**config.mk**
```make
export PLATFORM = sky130hd
export DESIGN_NAME = adc_step_seq
export DESIGN_NICKNAME = d
export VERILOG_FILES = /design/src/rtl/adc_seq_pkg.sv /design/src/rtl/adc_step_pick.sv /design/src/rtl/adc_step_timer.sv /design/src/rtl/adc_step_enables.sv /design/src/rtl/adc_step_seq.sv
export SDC_FILE = /design/constraint.sdc
export NUM_CORES = 1
export LEC_CHECK = 0
export BUFFER_PORTS_ARGS = -buffer_cell sky130_fd_sc_hd__buf_2
export CAP_MARGIN = 20
export CORE_MARGIN = 5
export CORE_UTILIZATION = 31
export DETAILED_ROUTE_END_ITERATION = 12
export MAX_ROUTING_LAYER = met4
export PLACE_DENSITY_LB_ADDON = 0.25
export SYNTH_ARGS = -nofsm -noshare
export SYNTH_HDL_FRONTEND = slang
export SYNTH_SLANG_ARGS = --single-unit
```
**constraint.sdc**
```tcl
create_clock -name clk_i -period 16.01 [get_ports clk_i]
set_input_delay 0.8005 -clock clk_i [delete_from_list [all_inputs] [get_ports clk_i]]
set_output_delay 0.8005 -clock clk_i [all_outputs]
set_load 0.005 [all_outputs]
```
**src/rtl/adc_seq_pkg.sv**
```systemverilog
package adc_seq_pkg;
  typedef enum logic [1:0] {
    ST_IDLE   = 2'd0,
    ST_OPEN   = 2'd1,
    ST_SAMPLE = 2'd2,
    ST_CONV   = 2'd3
  } seq_state_e;
endpackage

```
**src/rtl/adc_step_pick.sv**
```systemverilog
// Lowest set request at or above base_i.
module adc_step_pick #(
  parameter int N      = 16,
  parameter int IDX_W  = $clog2(N),
  parameter int BASE_W = IDX_W + 1
) (
  input  logic [N-1:0]      req_i,
  input  logic [BASE_W-1:0] base_i,
  output logic              found_o,
  output logic [IDX_W-1:0]  idx_o
);
  always_comb begin
    found_o = 1'b0;
    idx_o   = '0;
    for (int i = N - 1; i >= 0; i--) begin
      if (req_i[i] && (i >= int'(base_i))) begin
        found_o = 1'b1;
        idx_o   = IDX_W'(i);
      end
    end
  end
endmodule

```
**src/rtl/adc_step_timer.sv**
```systemverilog
module adc_step_timer #(
  parameter int W = 8
) (
  input  logic         clk_i,
  input  logic         rst_ni,
  input  logic         load_i,
  input  logic [W-1:0] val_i,
  output logic         zero_o
);
  logic [W-1:0] cnt_q;

  always_ff @(posedge clk_i or negedge rst_ni) begin
    if (!rst_ni)            cnt_q <= '0;
    else if (load_i)        cnt_q <= val_i;
    else if (cnt_q != '0)   cnt_q <= cnt_q - 1'b1;
  end

  assign zero_o = (cnt_q == '0);

  a_r5_count_down: assert property (@(posedge clk_i) disable iff (!rst_ni)
    (!load_i && cnt_q != '0) |=> (cnt_q == $past(cnt_q) - 1'b1));
endmodule

```
**src/rtl/adc_step_enables.sv**
```systemverilog
module adc_step_enables #(
  parameter int N = 16
) (
  input  logic         clk_i,
  input  logic         rst_ni,
  input  logic [N-1:0] set_i,
  input  logic [N-1:0] clr_i,
  output logic [N-1:0] en_o
);
  logic [N-1:0] en_q;

  always_ff @(posedge clk_i or negedge rst_ni) begin
    if (!rst_ni) en_q <= '0;
    else         en_q <= (en_q & ~clr_i) | set_i;
  end

  assign en_o = en_q;

  a_r10_set_wins: assert property (@(posedge clk_i) disable iff (!rst_ni)
    (set_i != '0) |=> ((en_q & $past(set_i)) == $past(set_i)));
  a_r10_clear: assert property (@(posedge clk_i) disable iff (!rst_ni)
    ((clr_i & ~set_i) != '0) |=> ((en_q & $past(clr_i & ~set_i)) == '0));
endmodule

```
**src/rtl/adc_step_seq.sv**
```systemverilog
module adc_step_seq
  import adc_seq_pkg::*;
#(
  parameter int N_STEPS = 16,
  parameter int N_CH    = 8,
  parameter int RES_W   = 12,
  parameter int DLY_W   = 8,
  localparam int STEP_W = $clog2(N_STEPS),
  localparam int CH_W   = $clog2(N_CH)
) (
  input  logic                     clk_i,
  input  logic                     rst_ni,
  input  logic                     en_i,
  input  logic [N_STEPS-1:0]       step_set_i,
  input  logic [N_STEPS-1:0]       step_cont_i,
  input  logic [N_STEPS*CH_W-1:0]  step_ch_i,
  input  logic [N_STEPS*DLY_W-1:0] step_open_i,
  input  logic [N_STEPS*DLY_W-1:0] step_smp_i,
  input  logic                     afe_eoc_i,
  input  logic [RES_W-1:0]         afe_data_i,
  output logic [CH_W-1:0]          ch_sel_o,
  output logic                     soc_o,
  output logic                     res_valid_o,
  output logic [RES_W-1:0]         res_data_o,
  output logic [STEP_W-1:0]        res_step_o,
  output logic [CH_W-1:0]          res_ch_o,
  output logic                     eos_o
);
  localparam int BASE_W = STEP_W + 1;

  logic [CH_W-1:0]  ch_arr   [N_STEPS];
  logic [DLY_W-1:0] open_arr [N_STEPS];
  logic [DLY_W-1:0] smp_arr  [N_STEPS];

  for (genvar g = 0; g < N_STEPS; g++) begin : g_cfg
    assign ch_arr[g]   = step_ch_i[g*CH_W +: CH_W];
    assign open_arr[g] = step_open_i[g*DLY_W +: DLY_W];
    assign smp_arr[g]  = step_smp_i[g*DLY_W +: DLY_W];
  end

  seq_state_e        state_q, state_d;
  logic [STEP_W-1:0] cur_q, cur_d;
  logic [N_STEPS-1:0] en_q, clr_mask;
  logic              tmr_load, tmr_zero;
  logic [DLY_W-1:0]  tmr_val;
  logic              rv_d, eos_d;
  logic              first_found, next_found;
  logic [STEP_W-1:0] first_idx, next_idx;
  logic              launch;
  logic [STEP_W-1:0] launch_idx;
  logic [BASE_W-1:0] next_base;

  assign next_base = {1'b0, cur_q} + 1'b1;

  adc_step_enables #(.N(N_STEPS)) u_en (
    .clk_i (clk_i),
    .rst_ni(rst_ni),
    .set_i (step_set_i),
    .clr_i (clr_mask),
    .en_o  (en_q)
  );

  adc_step_pick #(.N(N_STEPS)) u_pick_first (
    .req_i  (en_q),
    .base_i ('0),
    .found_o(first_found),
    .idx_o  (first_idx)
  );

  adc_step_pick #(.N(N_STEPS)) u_pick_next (
    .req_i  (en_q),
    .base_i (next_base),
    .found_o(next_found),
    .idx_o  (next_idx)
  );

  adc_step_timer #(.W(DLY_W)) u_tmr (
    .clk_i (clk_i),
    .rst_ni(rst_ni),
    .load_i(tmr_load),
    .val_i (tmr_val),
    .zero_o(tmr_zero)
  );

  always_comb begin
    state_d    = state_q;
    cur_d      = cur_q;
    tmr_load   = 1'b0;
    tmr_val    = '0;
    clr_mask   = '0;
    rv_d       = 1'b0;
    eos_d      = 1'b0;
    launch     = 1'b0;
    launch_idx = '0;
    unique case (state_q)
      ST_IDLE: begin
        if (first_found) begin
          launch     = 1'b1;
          launch_idx = first_idx;
        end
      end
      ST_OPEN: begin
        if (tmr_zero) begin
          state_d  = ST_SAMPLE;
          tmr_load = 1'b1;
          tmr_val  = smp_arr[cur_q];
        end
      end
      ST_SAMPLE: begin
        if (tmr_zero) state_d = ST_CONV;
      end
      ST_CONV: begin
        if (afe_eoc_i) begin
          rv_d = 1'b1;
          if (!step_cont_i[cur_q]) clr_mask[cur_q] = 1'b1;
          if (next_found) begin
            launch     = 1'b1;
            launch_idx = next_idx;
          end else begin
            state_d = ST_IDLE;
            eos_d   = 1'b1;
          end
        end
      end
      default: state_d = ST_IDLE;
    endcase

    if (launch) begin
      cur_d    = launch_idx;
      tmr_load = 1'b1;
      if (open_arr[launch_idx] != '0) begin
        state_d = ST_OPEN;
        tmr_val = open_arr[launch_idx] - 1'b1;
      end else begin
        state_d = ST_SAMPLE;
        tmr_val = smp_arr[launch_idx];
      end
    end

    if (!en_i) begin
      state_d  = ST_IDLE;
      rv_d     = 1'b0;
      eos_d    = 1'b0;
      clr_mask = '0;
      tmr_load = 1'b0;
    end
  end

  always_ff @(posedge clk_i or negedge rst_ni) begin
    if (!rst_ni) begin
      state_q     <= ST_IDLE;
      cur_q       <= '0;
      res_valid_o <= 1'b0;
      eos_o       <= 1'b0;
      res_data_o  <= '0;
      res_step_o  <= '0;
      res_ch_o    <= '0;
    end else begin
      state_q     <= state_d;
      cur_q       <= cur_d;
      res_valid_o <= rv_d;
      eos_o       <= eos_d;
      if (rv_d) begin
        res_data_o <= afe_data_i;
        res_step_o <= cur_q;
        res_ch_o   <= ch_arr[cur_q];
      end
    end
  end

  assign soc_o    = (state_q == ST_SAMPLE);
  assign ch_sel_o = (state_q == ST_IDLE) ? '0 : ch_arr[cur_q];

  a_r7_single_pulse: assert property (@(posedge clk_i) disable iff (!rst_ni)
    res_valid_o |=> !res_valid_o);
  a_r8_eos_with_result: assert property (@(posedge clk_i) disable iff (!rst_ni)
    eos_o |-> (res_valid_o && state_q == ST_IDLE));
  a_r11_abort: assert property (@(posedge clk_i) disable iff (!rst_ni)
    !en_i |=> (state_q == ST_IDLE && !soc_o && !res_valid_o && !eos_o));
  a_r5_soc_channel_stable: assert property (@(posedge clk_i) disable iff (!rst_ni)
    (soc_o && $past(soc_o)) |-> $stable(ch_sel_o));
  a_r3_stay_idle: assert property (@(posedge clk_i) disable iff (!rst_ni)
    (state_q == ST_IDLE && en_q == '0) |=> (state_q == ST_IDLE));
  a_r6_wait_eoc: assert property (@(posedge clk_i) disable iff (!rst_ni)
    (state_q == ST_CONV && !afe_eoc_i && en_i) |=> (state_q == ST_CONV));
endmodule

```
==> metrics <==
Worst Setup Path Type flip-flop to flip-flop; synthesis-to-finish area growth 28.5%; worst setup skew after layout between 0.007 and 0.008 ns; final number of setup-violating endpoints 0; final net count 1,615; area of the multi-input gates 6240 um^2; vias in the first global route 9,195; Crit path largest cell delay 0.77 ns; CTS Hold Bufs 0; post-CTS resize count 0; global-route usage over all layers between 20% and 30%; Final Instance Count excl. Fillers 1,583; Boundary Pins roughly 380; total power per unit cell area 74.8 nW/um^2; cell-by-cell listing of the critical path inv_1 > ha_1 > inv_1 > o31ai_2 > a31o_2 > nand3b_1 > or3b_1 > o21ba_1 > o211ai_4 > buf_4 > mux2_4 > a211o_1 > a2bb2o_1 > ha_1 > inv_1 > or3_1 > nor4_1 > nor3_1; achievable clock frequency 149 MHz; Worst Path Required 16.19 ns; async set-or-reset flop fraction in the synthesized netlist 100%; Hold Vio Cnt, Final 0; dominant cells by area after synthesis sky130_fd_sc_hd__mux4_2, sky130_fd_sc_hd__dfrtp_1, sky130_fd_sc_hd__mux2i_1; quantity of I/O buffers inserted on ports roughly 380; clock network latency to the later pin of the worst-skew pair 0.30 ns; clock transition at the register clock pins on the worst setup and hold paths after CTS 0.07 ns; count of clock tree sinks 51; element type at the critical path end flip-flop; residual overflow from global routing 0; HPWL after DPL 28,200 um; slack of the critical path 9.31 ns; final estimated routing congestion in global placement about 0.93; Post-DP Area between 10,000 and 15,000 um^2; pre-CTS setup slack roughly 8.9 ns; DRC 0; number of rows in the core area 58; iteration count of the initial detailed-routing pass 5; sequential cell area between 1000 and 1500 um^2; Final Power around 0.77 mW; warnings from Yosys 0; worst voltage drop across the vdd grid about 0.051 mV; number of nets still failing antenna checks after routing 0; Pins Over Slew Limit 0; cell depth of the worst flop-to-flop path 18; starting utilization of the core area 31.6%; Seq cells post-synth 51; critical path fanouts, max 27; Chip Height 170 um; Relative slew margins a little over a third; kind of launch point of the worst setup path flip-flop; global-route wire length before repair 53,200 um; run status finished, final reports clean; vias per cell 5.77; total standard cell area after synthesis 7980 um^2; layout cell share with drive strength beyond 1 42.8%; CTS Root Buffer Type sky130_fd_sc_hd__clkbuf_16; number of filler cells placed in the layout 2,679; number of buffers added by the clock tree synthesis step 5; detail-routed net length per standard cell 22.4 um; x dimension of the die 170 um; Crit path arrival time 6.88 ns; number of instances in the synthesized netlist 922; core region area ~25,000 um^2; fin crit share 41.8%; top_reg_cell synth sky130_fd_sc_hd__dfrtp_1; syn_nets 1,289; RSZ-0062 raised after global routing false; CTS max path bufs 2; min-delay worst type flip-flop to flip-flop; CP most frequent cell sky130_fd_sc_hd__inv_1; placed instance count 1,570; number of enable flip-flop cells after synthesis 0; die outline area just under 30,000 um^2; leading area contributor after synthesis sky130_fd_sc_hd__mux4_2; share of the yosys chip area belonging to registers around 16%; final hold slack between 0.4 and 0.5 ns; area of all placed cells without fillers 10,300 um^2; clock tree from TritonCTS done; area share of the largest cell type after synthesis 16.9%; DRT iter0 DRCs 700; number of different library cells in the post-synthesis netlist 93; largest net degree at the start of global routing 63; actual transition at the worst max-transition pin 0.950 ns; critical-path cell with the highest stage delay sky130_fd_sc_hd__dfrtp_2; average footprint of a synthesized cell 8.66 um^2; static leakage 4.47 nW; Post-Route WL about 35,000 um; worst hold path depth 2; max-cap violations 0; final standard cell utilization of the core 40.6%; via count 9,136; initial antenna violation count 4; aggregate negative setup slack 0 ns; Setup Buffers After CTS 0; number of H-tree branching levels 2; clock period minus worst slack 6.70 ns
cell usage in the layout, fill, tap and decap left out, drive strengths merged, types with 8 or more instances in the layout:
| cell type | instances |
|---|---|
| o21ai | 53 |
| o22ai | 10 |
| ha | 15 |
| nand2 | 86 |
| dfrtp | 51 |
| o211ai | 11 |
| nor3 | 44 |
| a31oi | 10 |
| nand3 | 35 |
| buf | 393 |
| o31ai | 10 |
| mux2 | 28 |
| nor2b | 11 |
| nand2b | 21 |
| a22oi | 9 |
| or2 | 23 |
| nor2 | 60 |
| mux4 | 60 |
| a21oi | 22 |
| inv | 32 |
| mux2i | 89 |
| nand4 | 8 |
| nor4 | 8 |
| a211oi | 29 |
cell type report:
type	count	area share, %
multi-input cells	766	60.8
repair buffers	393	19.8
flip-flops and latches	51	12.5
well taps	330	4.02
clock buffers	5	1.22
inverters	31	1.13
clock inverters	3	0.451
diodes	4	0.0976
logic make-up (layout without fill, tap and decap cells):
kind of cell | after synthesis | count (layout) | share of synthesized area [%]
AO/OA/AOI/OAI | 234 | 234 | 21.3
multiplexers | 177 | 177 | 32.1
AND/OR/NAND/NOR | 332 | 332 | 21.1
adder cells (fa/ha/maj) | 15 | 15 | 2.35
other | 0 | 4 | 0
XOR/XNOR | 8 | 8 | 0.878
buffers and inverters | 105 | 432 | 6.25
flip-flops | 51 | 51 | 16.0
worst max-delay path: cells and delay by family (launching register included):
kind	cells	cell delay, ns
compound gates	6	2.22
fa+ha+maj	2	0.77
buf+inv	4	0.87
flops	1	0.77
mux	1	0.33
simple gates	5	1.60
synth_stat cells, types with 6 or more instances:
master                     number
sky130_fd_sc_hd__o211a_1        6
sky130_fd_sc_hd__o22ai_1        9
sky130_fd_sc_hd__a31oi_1       10
sky130_fd_sc_hd__clkbuf_1      31
sky130_fd_sc_hd__nor2b_1       11
sky130_fd_sc_hd__a21o_1         7
sky130_fd_sc_hd__mux4_2        60
sky130_fd_sc_hd__mux2i_1       89
sky130_fd_sc_hd__nand2_1       85
sky130_fd_sc_hd__a22oi_1        9
sky130_fd_sc_hd__nand2b_1      20
sky130_fd_sc_hd__nor4_1         8
sky130_fd_sc_hd__ha_1          15
sky130_fd_sc_hd__a21oi_1       22
sky130_fd_sc_hd__a221oi_1       6
sky130_fd_sc_hd__buf_2         15
sky130_fd_sc_hd__o211ai_1       9
sky130_fd_sc_hd__o21ai_0       50
sky130_fd_sc_hd__a211oi_1      29
sky130_fd_sc_hd__nor2_1        60
sky130_fd_sc_hd__nand3_1       33
sky130_fd_sc_hd__inv_1         31
sky130_fd_sc_hd__o31ai_1        9
sky130_fd_sc_hd__dfrtp_1       51
sky130_fd_sc_hd__nor3_1        43
sky130_fd_sc_hd__or2_2         21
sky130_fd_sc_hd__nand4_1        8
sky130_fd_sc_hd__buf_1         14
sky130_fd_sc_hd__buf_4          6
sky130_fd_sc_hd__buf_6          7
sky130_fd_sc_hd__mux2_2        25
sky130_fd_sc_hd__or4_1          6
sequential cells by signal, indices dropped and copies added, names as in the netlist:
signal	count
res_valid_o	1
eos_o	1
res_ch_o	3
res_data_o	12
u_tmr.cnt_q	8
state_q	2
u_en.en_o	16
res_step_o	4
cur_q	4
final timing paths:
check | start | end | slack, ns
worst max-delay path | cur_q[1] | u_tmr.cnt_q[5] | 9.31
worst min-delay path | res_ch_o[2] | res_ch_o[2] | 0.47
worst max register to register | cur_q[1] | u_tmr.cnt_q[5] | 9.31
worst min register to register | res_ch_o[2] | res_ch_o[2] | 0.47
max in group asynchronous | rst_ni | cur_q[0] | 14.87
min in group asynchronous | rst_ni | res_data_o[5] | 0.61
metal layers:
layer  GRT usage [%]  share of wire [%]  vias up
met5               -                  0        -
met4            5.56                2.0        0
met3            3.25                6.9       55
met2            37.8                 49      439
met1            32.3                 42     4412
li1                -                  -     4230
power breakdown:
part | total [mW] | internal [mW] | switching [mW]
combinational | 0.453 | 0.210 | 0.243
clock | 0.128 | 0.0745 | 0.0537
sequential | 0.187 | 0.160 | 0.0263
total | 0.767 | 0.445 | 0.323
Note: power is estimated with default switching activity, not from simulation.
